`src/rtl/spi_word_master.sv`:
```
module spi_word_master #(
  parameter int AW = 5,
  parameter int DW = 32
) (
  input  logic          clk,
  input  logic          rst_n,
  input  logic          reg_wr,
  input  logic [AW-1:0] reg_addr,
  input  logic [DW-1:0] reg_wdata,
  output logic [DW-1:0] reg_rdata,
  output logic          spi_sclk,
  output logic          spi_mosi,
  input  logic          spi_miso,
  output logic          spi_ss_n
);
  localparam logic [AW-1:0] A_CTRL  = AW'(5'h00);
  localparam logic [AW-1:0] A_CFG   = AW'(5'h04);
  localparam logic [AW-1:0] A_TX    = AW'(5'h08);
  localparam logic [AW-1:0] A_RX    = AW'(5'h0C);
  localparam logic [AW-1:0] A_CAUSE = AW'(5'h10);
  localparam logic [4:0]    MIN_CODE = 5'h12;

  logic        ss_en_q, busy_q, cause_q, sclk_q, last_q;
  logic [5:0]  cfg_q;
  logic [15:0] tx_q, rx_q, shreg_q, rxsh_q;
  logic [4:0]  bitcnt_q;
  logic [3:0]  divcnt_q;

  logic [3:0]  half;
  logic        wide, launch, tick;
  logic [15:0] rx_next;

  assign wide    = cfg_q[5];
  assign half    = (cfg_q[4:0] < MIN_CODE) ? 4'd2 : 4'(cfg_q[4:0] - 5'd16);
  assign tick    = divcnt_q >= half - 4'd1;
  assign launch  = reg_wr && reg_addr == A_TX && !busy_q;
  assign rx_next = {rxsh_q[14:0], spi_miso};

  assign spi_sclk = sclk_q;
  assign spi_mosi = shreg_q[15];
  assign spi_ss_n = ~ss_en_q;

  always_comb begin
    reg_rdata = '0;
    case (reg_addr)
      A_CTRL:  reg_rdata[1:0] = {busy_q, ss_en_q};
      A_CFG:   reg_rdata[5:0] = cfg_q;
      A_TX:    reg_rdata[15:0] = tx_q;
      A_RX:    reg_rdata[15:0] = rx_q;
      A_CAUSE: reg_rdata[0] = cause_q;
      default: reg_rdata = '0;
    endcase
  end

  always_ff @(posedge clk or negedge rst_n) begin
    if (!rst_n) begin
      ss_en_q  <= 1'b0;
      cfg_q    <= '0;
      tx_q     <= '0;
      rx_q     <= '0;
      cause_q  <= 1'b0;
      busy_q   <= 1'b0;
      sclk_q   <= 1'b0;
      last_q   <= 1'b0;
      shreg_q  <= '0;
      rxsh_q   <= '0;
      bitcnt_q <= '0;
      divcnt_q <= '0;
    end else begin
      if (reg_wr) begin
        case (reg_addr)
          A_CTRL:  ss_en_q <= reg_wdata[0];
          A_CFG:   cfg_q   <= reg_wdata[5:0];
          A_CAUSE: if (!reg_wdata[0]) cause_q <= 1'b0;
          default: ;
        endcase
      end
      if (launch) begin
        tx_q     <= reg_wdata[15:0];
        busy_q   <= 1'b1;
        sclk_q   <= 1'b0;
        last_q   <= 1'b0;
        divcnt_q <= '0;
        rxsh_q   <= '0;
        bitcnt_q <= wide ? 5'd16 : 5'd8;
        shreg_q  <= wide ? reg_wdata[15:0] : {reg_wdata[7:0], 8'h00};
      end else if (busy_q) begin
        if (tick) begin
          divcnt_q <= '0;
          if (!sclk_q) begin
            sclk_q   <= 1'b1;
            rxsh_q   <= rx_next;
            bitcnt_q <= bitcnt_q - 5'd1;
            if (bitcnt_q == 5'd1) begin
              rx_q    <= wide ? rx_next : {8'h00, rx_next[7:0]};
              cause_q <= 1'b1;
              last_q  <= 1'b1;
            end
          end else begin
            sclk_q <= 1'b0;
            if (last_q) busy_q  <= 1'b0;
            else        shreg_q <= {shreg_q[14:0], 1'b0};
          end
        end else begin
          divcnt_q <= divcnt_q + 4'd1;
        end
      end
    end
  end
endmodule

```
`config.mk`:
```
export PLATFORM = sky130hd
export DESIGN_NAME = spi_word_master
export DESIGN_NICKNAME = d
export VERILOG_FILES = /design/src/rtl/spi_word_master.sv
export SDC_FILE = /design/constraint.sdc
export NUM_CORES = 1
export LEC_CHECK = 0
export ABC_AREA = 1
export ABC_CLOCK_PERIOD_IN_PS = 4450
export BUFFER_PORTS_ARGS = -buffer_cell sky130_fd_sc_hd__buf_2
export CAP_MARGIN = 0
export CORE_AREA = 2 2 88 90
export CTS_CLUSTER_SIZE = 28
export DETAILED_ROUTE_END_ITERATION = 12
export DIE_AREA = 0 0 90 92
export PLACE_DENSITY = 0.84
export SKIP_LAST_GASP = 1
export SLEW_MARGIN = 20
export SYNTH_ARGS = -nofsm -noshare
export SYNTH_HDL_FRONTEND = slang
export SYNTH_SLANG_ARGS = --single-unit
export TNS_END_PERCENT = 100
```
`constraint.sdc`:
```
create_clock -name clk -period 4.45 [get_ports clk]
set_input_delay 0.2225 -clock clk [delete_from_list [all_inputs] [get_ports clk]]
set_output_delay 0.2225 -clock clk [all_outputs]
set_load 0.03 [all_outputs]
```
Word level (Yosys, flattened, before mapping)
Cells that the tools add are included.
{"block": "op_classes", "n_shift": 0, "eq_ne": 7, "n_bitwise": 3, "n_mux": 46, "addsub": 4, "reduce_logical": 15, "div_mod_pow": 0, "magnitude_cmp": 2, "mul": 0}
{"op": "2-to-1 mux 16 bit", "count": 7}
{"op": "2-to-1 mux 15 bit", "count": 4}
{"op": "2-to-1 mux 5 bit", "count": 5}
{"op": "2-to-1 mux 1 bit", "count": 22}
{"op": "one-hot mux 10 bit (2 select lines)", "count": 1}
{"op": "2-to-1 mux 4 bit", "count": 4}
{"op": "one-hot mux 4 bit (3 select lines)", "count": 1}
{"op": "equality test 5 x 4 -> 1 bit, second input constant", "count": 2}
{"op": "AND reduction 4 bit", "count": 2}
{"op": "nonzero test 2 bit", "count": 4}
{"op": "subtractor 4 x 1 -> 4 bit, second input constant", "count": 2}
{"op": "AND reduction 2 bit", "count": 3}
{"op": "equality test 5 x 1 -> 1 bit, second input constant", "count": 1}
{"op": "equality test 5 x 3 -> 1 bit, second input constant", "count": 1}
{"op": "equality test 5 bit, second input constant", "count": 1}
{"op": "logical NOT 5 bit", "count": 1}
{"op": "less-than comparator 5 bit, second input constant", "count": 1}
{"op": "one-hot mux 1 bit (5 select lines)", "count": 1}
{"op": "AND reduction 5 bit", "count": 1}
{"op": "subtractor 5 x 1 -> 5 bit, second input constant", "count": 1}
{"op": "adder 4 x 1 -> 4 bit, second input constant", "count": 1}
{"op": "greater-or-equal comparator 4 bit", "count": 1}
{"op": "!= test 2 x 1 -> 1 bit, second input constant", "count": 2}
{"op": "one-hot mux 1 bit (4 select lines)", "count": 1}
{"op": "other kinds (4)", "count": 7}
{"block": "totals", "elab_cells": 89, "reg_bits": 83, "mem_bits_ro": 0, "output_inout_bits": 35, "mem_count": 0, "ramBits": 0, "inputBits": 41, "latch_bits": 0}

Longest topological paths before layout
{"block": "logic_depth", "depth_word": 8, "ltp_mapped": 17, "depth_no_buf": 16}

Least setup slack after synthesis
OpenSTA, ideal clock, no wires.
{"block": "synth_path", "path_type": "register to register", "from": "register cfg_q[2]", "to": "register bitcnt_q[3]", "path_stages_with_launch": 16, "synth_period_minus_slack_ns": 2.347, "path_buffers": 1, "slack_ns": 2.103, "arrival_time_ns": 2.281, "setup_time_ns": 0.066, "required_ns": 4.384, "cell_sequence": "dfrtp_1 > inv_1 > a31oi_1 > nand2_1 > ha_1 > xnor2_1 > inv_1 > ha_1 > nand2_1 > inv_1 > nand2_1 > nand3_1 > nand3_1 > clkbuf_1 > nand3_1 > nand2_1"}
{"block": "synth_between", "elab_chain_cells": 6, "word_cells_on_any_way": 7, "classes_between": "add/sub: 2; order compare: 2; mux: 1; reduce/logical: 2"}
{"item": "from (decl)", "line_no": "24", "rtl": "logic [5:0] cfg_q;"}
{"item": "from (signal assigned)", "line_no": "73", "rtl": "A_CFG: cfg_q <= reg_wdata[5:0];"}
{"item": "subtractor 4 x 1 -> 4 bit / less-than comparator 5 bit (equally long branches)", "line_no": "34", "rtl": "assign half = (cfg_q[4:0] < MIN_CODE) ? 4'd2 : 4'(cfg_q[4:0] - 5'd16);"}
{"item": "2-to-1 mux 4 bit (*)", "line_no": "34"}
{"item": "subtractor 4 x 1 -> 4 bit (*)", "line_no": "35", "rtl": "assign tick = divcnt_q >= half - 4'd1;"}
{"item": "greater-or-equal comparator 4 bit (*)", "line_no": "35"}
{"item": "nonzero test 2 bit (no source line) (*)"}
{"item": "AND reduction 3 bit (no source line) (*)"}
{"item": "to (signal assigned)", "line_no": "85", "rtl": "bitcnt_q <= wide ? 5'd16 : 5'd8;"}
{"item": "to (signal assigned)", "line_no": "93", "rtl": "bitcnt_q <= bitcnt_q - 5'd1;"}
{"item": "to (decl)", "line_no": "26", "rtl": "logic [4:0] bitcnt_q;"}
Mark *: on every way between the ends. The rest lies on a longest branch, timed or not.
A chain may end at the register's enable or synchronous reset.

Final worst setup path
{"block": "layout_path", "from": "register cfg_q[2]", "to": "register shreg_q[12]"}
{"block": "layout_between", "elab_chain_cells": 6, "word_cells_on_any_way": 7, "classes_between": "add/sub: 2; order compare: 2; mux: 1; reduce/logical: 2"}
{"item": "subtractor 4 x 1 -> 4 bit / less-than comparator 5 bit (equally long branches)", "line_no": "34"}
{"item": "2-to-1 mux 4 bit (*)", "line_no": "34"}
{"item": "subtractor 4 x 1 -> 4 bit (*)", "line_no": "35"}
{"item": "greater-or-equal comparator 4 bit (*)", "line_no": "35"}
{"item": "nonzero test 2 bit (no source line) (*)"}
{"item": "AND reduction 4 bit (no source line) (*)"}
{"item": "to (signal assigned)", "line_no": "86", "rtl": "shreg_q <= wide ? reg_wdata[15:0] : {reg_wdata[7:0], 8'h00};"}
{"item": "to (signal assigned)", "line_no": "102", "rtl": "else shreg_q <= {shreg_q[14:0], 1'b0};"}
{"item": "to (decl)", "line_no": "25", "rtl": "logic [15:0] tx_q, rx_q, shreg_q, rxsh_q;"}
Marked as above.

==> flow_metrics.env <==
export IMPL_gp_congestion=0.832
export IMPL_start_kind="flop"
export IMPL_slew_limit_headroom=0.312
export IMPL_dp_hpwl_um=7020
export IMPL_yosysUniqueCellTypes=32
export IMPL_vias_per_cell=5.52
export IMPL_grt_pass1_wl_um=17000
export IMPL_nFillCells=650
export IMPL_dieWidth_um=90
export IMPL_ys_seq_area_frac=0.475
export IMPL_place_port_buffers=43
export IMPL_crit_type="reg -> reg"
export IMPL_fin_area_mm2=0.00478
export IMPL_max_cap_violations=0
export IMPL_cts_tree="done"
export IMPL_crit_top_cell="nand2_1"
export IMPL_wl_per_cell_um=14.6
export IMPL_hold_slack_ns=0.0999
export IMPL_finalSetupViolations=0
export IMPL_synth_seq_cells=83
export IMPL_dieArea_mm2=0.00828
export IMPL_cp_slowest_cell="dfrtp_1"
export IMPL_synth_area_mm2=0.00438
export IMPL_pwr_share_comb=0.291
export IMPL_drive_gt1_frac=0.121
export IMPL_clkPwrFrac=0.241
export IMPL_crit_chain="inv_1 > a31oi_1 > nand2_1 > ha_1 > xnor2_1 > inv_1 > ha_1 > nand2_1 > inv_1 > nand2_1 > nand3_1 > buf_4 > nand3_2 > nand2_2 > nand2_1 > nand2_1"
export IMPL_cp_top_family="simple AND/OR/NAND/NOR gates"
export IMPL_fin_tns_setup_ns=0
export IMPL_dp_slack_ns=1.58
export IMPL_p_sw_mw=0.917
export IMPL_postPlaceCellArea_mm2=0.00455
export IMPL_async_flop_share=1.00
export IMPL_grt_overflow_total=0
export IMPL_ys_warn_count=0
export IMPL_antenna_found_initial=0
export IMPL_area_delta_synth_final_pct=9.32
export IMPL_start_util=0.588
export IMPL_ant_nets=0
export IMPL_total_power_mw=2.44
export IMPL_synth_main_ff_cell="dfrtp_1"
export IMPL_wirelength_um=10400
export IMPL_clock_sinks=83
export IMPL_status="finished, final reports clean"
export IMPL_swShare=0.376
export IMPL_cts_hold_buffers=0
export IMPL_core_area_mm2=0.00745
export IMPL_tightest_slew_ns=1.03
export IMPL_cp_max_fo=17
export IMPL_rsz0062_at_grt="no"
export IMPL_fin_crit_sh=0.658
export IMPL_syn_inst=571
export IMPL_clock_skew_ns=0.00760
export IMPL_seq_power_share=0.468
export IMPL_end_kind="flop"
export IMPL_clock_latency_ns=0.36
export IMPL_gr_usage_all_layers=0.259
export IMPL_finalWorstSetupSlack_ns=1.52
export IMPL_utilization=0.642
export IMPL_drc=0
export IMPL_cts_buffer_depth=2
export IMPL_cts_setup_buffers=0
export IMPL_avgSynthCellArea_um2=7.66
export IMPL_slowest_delay_ns=0.41
export IMPL_min_path_type="in -> reg"
export IMPL_p_int_mw=1.52
export IMPL_ir_drop_uv=378
export IMPL_root_buffer="clkbuf_8"
export IMPL_cp_required_ns=4.75
export IMPL_fmax_mhz=342
export IMPL_cts_resized=0
export IMPL_num_rows=32
export IMPL_antenna_cells=0
export IMPL_stdcell_count=707
export IMPL_slew_viol_final=0
export IMPL_cp_arrival_ns=3.22
export IMPL_nets=649
export IMPL_synth_edf_count=0
export IMPL_io_pins=76
export IMPL_grt_pass1_vias=3587
export IMPL_cts_made_buffers=9
export IMPL_drtPass1Iterations=5
export IMPL_crit_buf_inv=4
export IMPL_die_y_um=92
export IMPL_clkTransAtPathRegs_ns=0.08
export IMPL_place_inst=690
export IMPL_drt_iter0_markers=335
export IMPL_period_minus_slack_ns=2.93
export IMPL_dr_total_vias=3900
export IMPL_htreeDepth=3
export IMPL_hold_viol=0
export IMPL_powerDensity_mw_per_mm2=510
export IMPL_grt_start_max_net_pins=84
export IMPL_p_leak_nw=2.62
-- worst register-to-register path: stages (launching register included) --
cell and delay [ns]:
dfrtp_1 0.41, inv_1 0.07, a31oi_1 0.25, nand2_1 0.13, ha_1 0.21, xnor2_1 0.15, inv_1 0.06, ha_1 0.29
nand2_1 0.05, inv_1 0.04, nand2_1 0.05, nand3_1 0.07, buf_4 0.20, nand3_2 0.33, nand2_2 0.38, nand2_1 0.10
nand2_1 0.08
-- power by group through the flow --
stage          registers, mW  logic (mW)  clock network (mW)
2_1_floorplan           1.10       0.544                   0
3_3_place_gp            1.14       0.655                   0
3_5_place_dp            1.15       0.695                   0
4_1_cts                 1.14       0.703               0.597
5_1_grt                 1.17       0.802               0.629
6_report                1.14       0.709               0.588
-- layout make-up --
type,instances,area [µm²],area share
flip-flops and latches,83,2080,0.434
multi-input cells,412,1930,0.404
repair buffers,46,246,0.0515
inverters,48,181,0.0379
well taps,102,128,0.0267
clock buffers,9,124,0.0259
clock inverters,7,92.6,0.0194
-- synthesized netlist by cell type, types with 2 or more instances --
master,number,area [µm²]
nor2_1,10,37.5
nand2_1,227,852
o211ai_1,4,30.0
nand2_2,3,18.8
buf_2,8,40.0
buf_1,2,7.51
a22o_1,3,26.3
nand3_1,56,280
o21ai_1,6,30.0
dfrtp_1,83,2080
nand4_1,20,125
ha_1,8,100
clkbuf_1,15,56.3
xor2_1,3,26.3
o21ai_0,41,205
xnor2_1,3,26.3
nor2_4,2,22.5
inv_1,44,165
inv_2,3,11.3
buf_4,18,135
-- registers in the layout (all words and copies together) (netlist names) --
name and cells:
busy_q 1, ss_en_q 1, spi_sclk 1, last_q 1, rxsh_q 15, tx_q 16
rx_q 16, shreg_q 16, divcnt_q 4, bitcnt_q 5, cfg_q 6, cause_q 1
-- cells in the final DEF, fill, tap and decap left out, types with 2 or more instances in the layout --
master,n
buf_2,42
nand4_1,20
nand2_2,3
nand2_1,227
conb_1,16
o21ai_1,6
clkbuf_8,9
buf_4,2
inv_2,3
clkinvlp_4,3
clkinv_2,3
dfrtp_1,83
xnor2_1,3
a22o_1,3
o21ai_0,41
nor2_4,2
bufinv_16,2
nand3_1,56
xor2_1,3
inv_1,44
ha_1,8
o211ai_1,4
nor2_1,10
-- worst paths after layout --
check	cells past startpoint	startpoint	end	slack, ns
max	16	cfg_q[2]	shreg_q[12]	1.52
min	3	reg_wdata[8]	tx_q[8]	0.1
max reg2reg	16	cfg_q[2]	shreg_q[12]	1.52
min reg2reg	2	rx_q[7]	rx_q[7]	0.48
max in group asynchronous	2	rst_n	tx_q[14]	3.42
min in group asynchronous	2	rst_n	rxsh_q[13]	0.49
-- kinds of logic after synthesis --
| group | share of synthesized area |
|---|---|
| xor gates and xnor gates | 0.0120 |
| AOI/OAI and AO/OA | 0.0744 |
| DFF | 0.475 |
| other | 0.000857 |
| and+or+nand+nor | 0.319 |
| buffers and inverters | 0.0961 |
| adders and majority gates | 0.0229 |
-- routing by layer --
layer / vias to the layer above / part of all wire / track usage / wire length [µm]
met4: 0 / 0.028 / 0.115 / 286
met1: 1835 / 0.42 / 0.342 / 4360
met3: 26 / 0.072 / 0.0501 / 748
met2: 183 / 0.48 / 0.421 / 4960
li1: 1856 / - / - / -
met5: - / 0 / 0 / 0
Note: power is estimated with default switching activity, not from simulation.
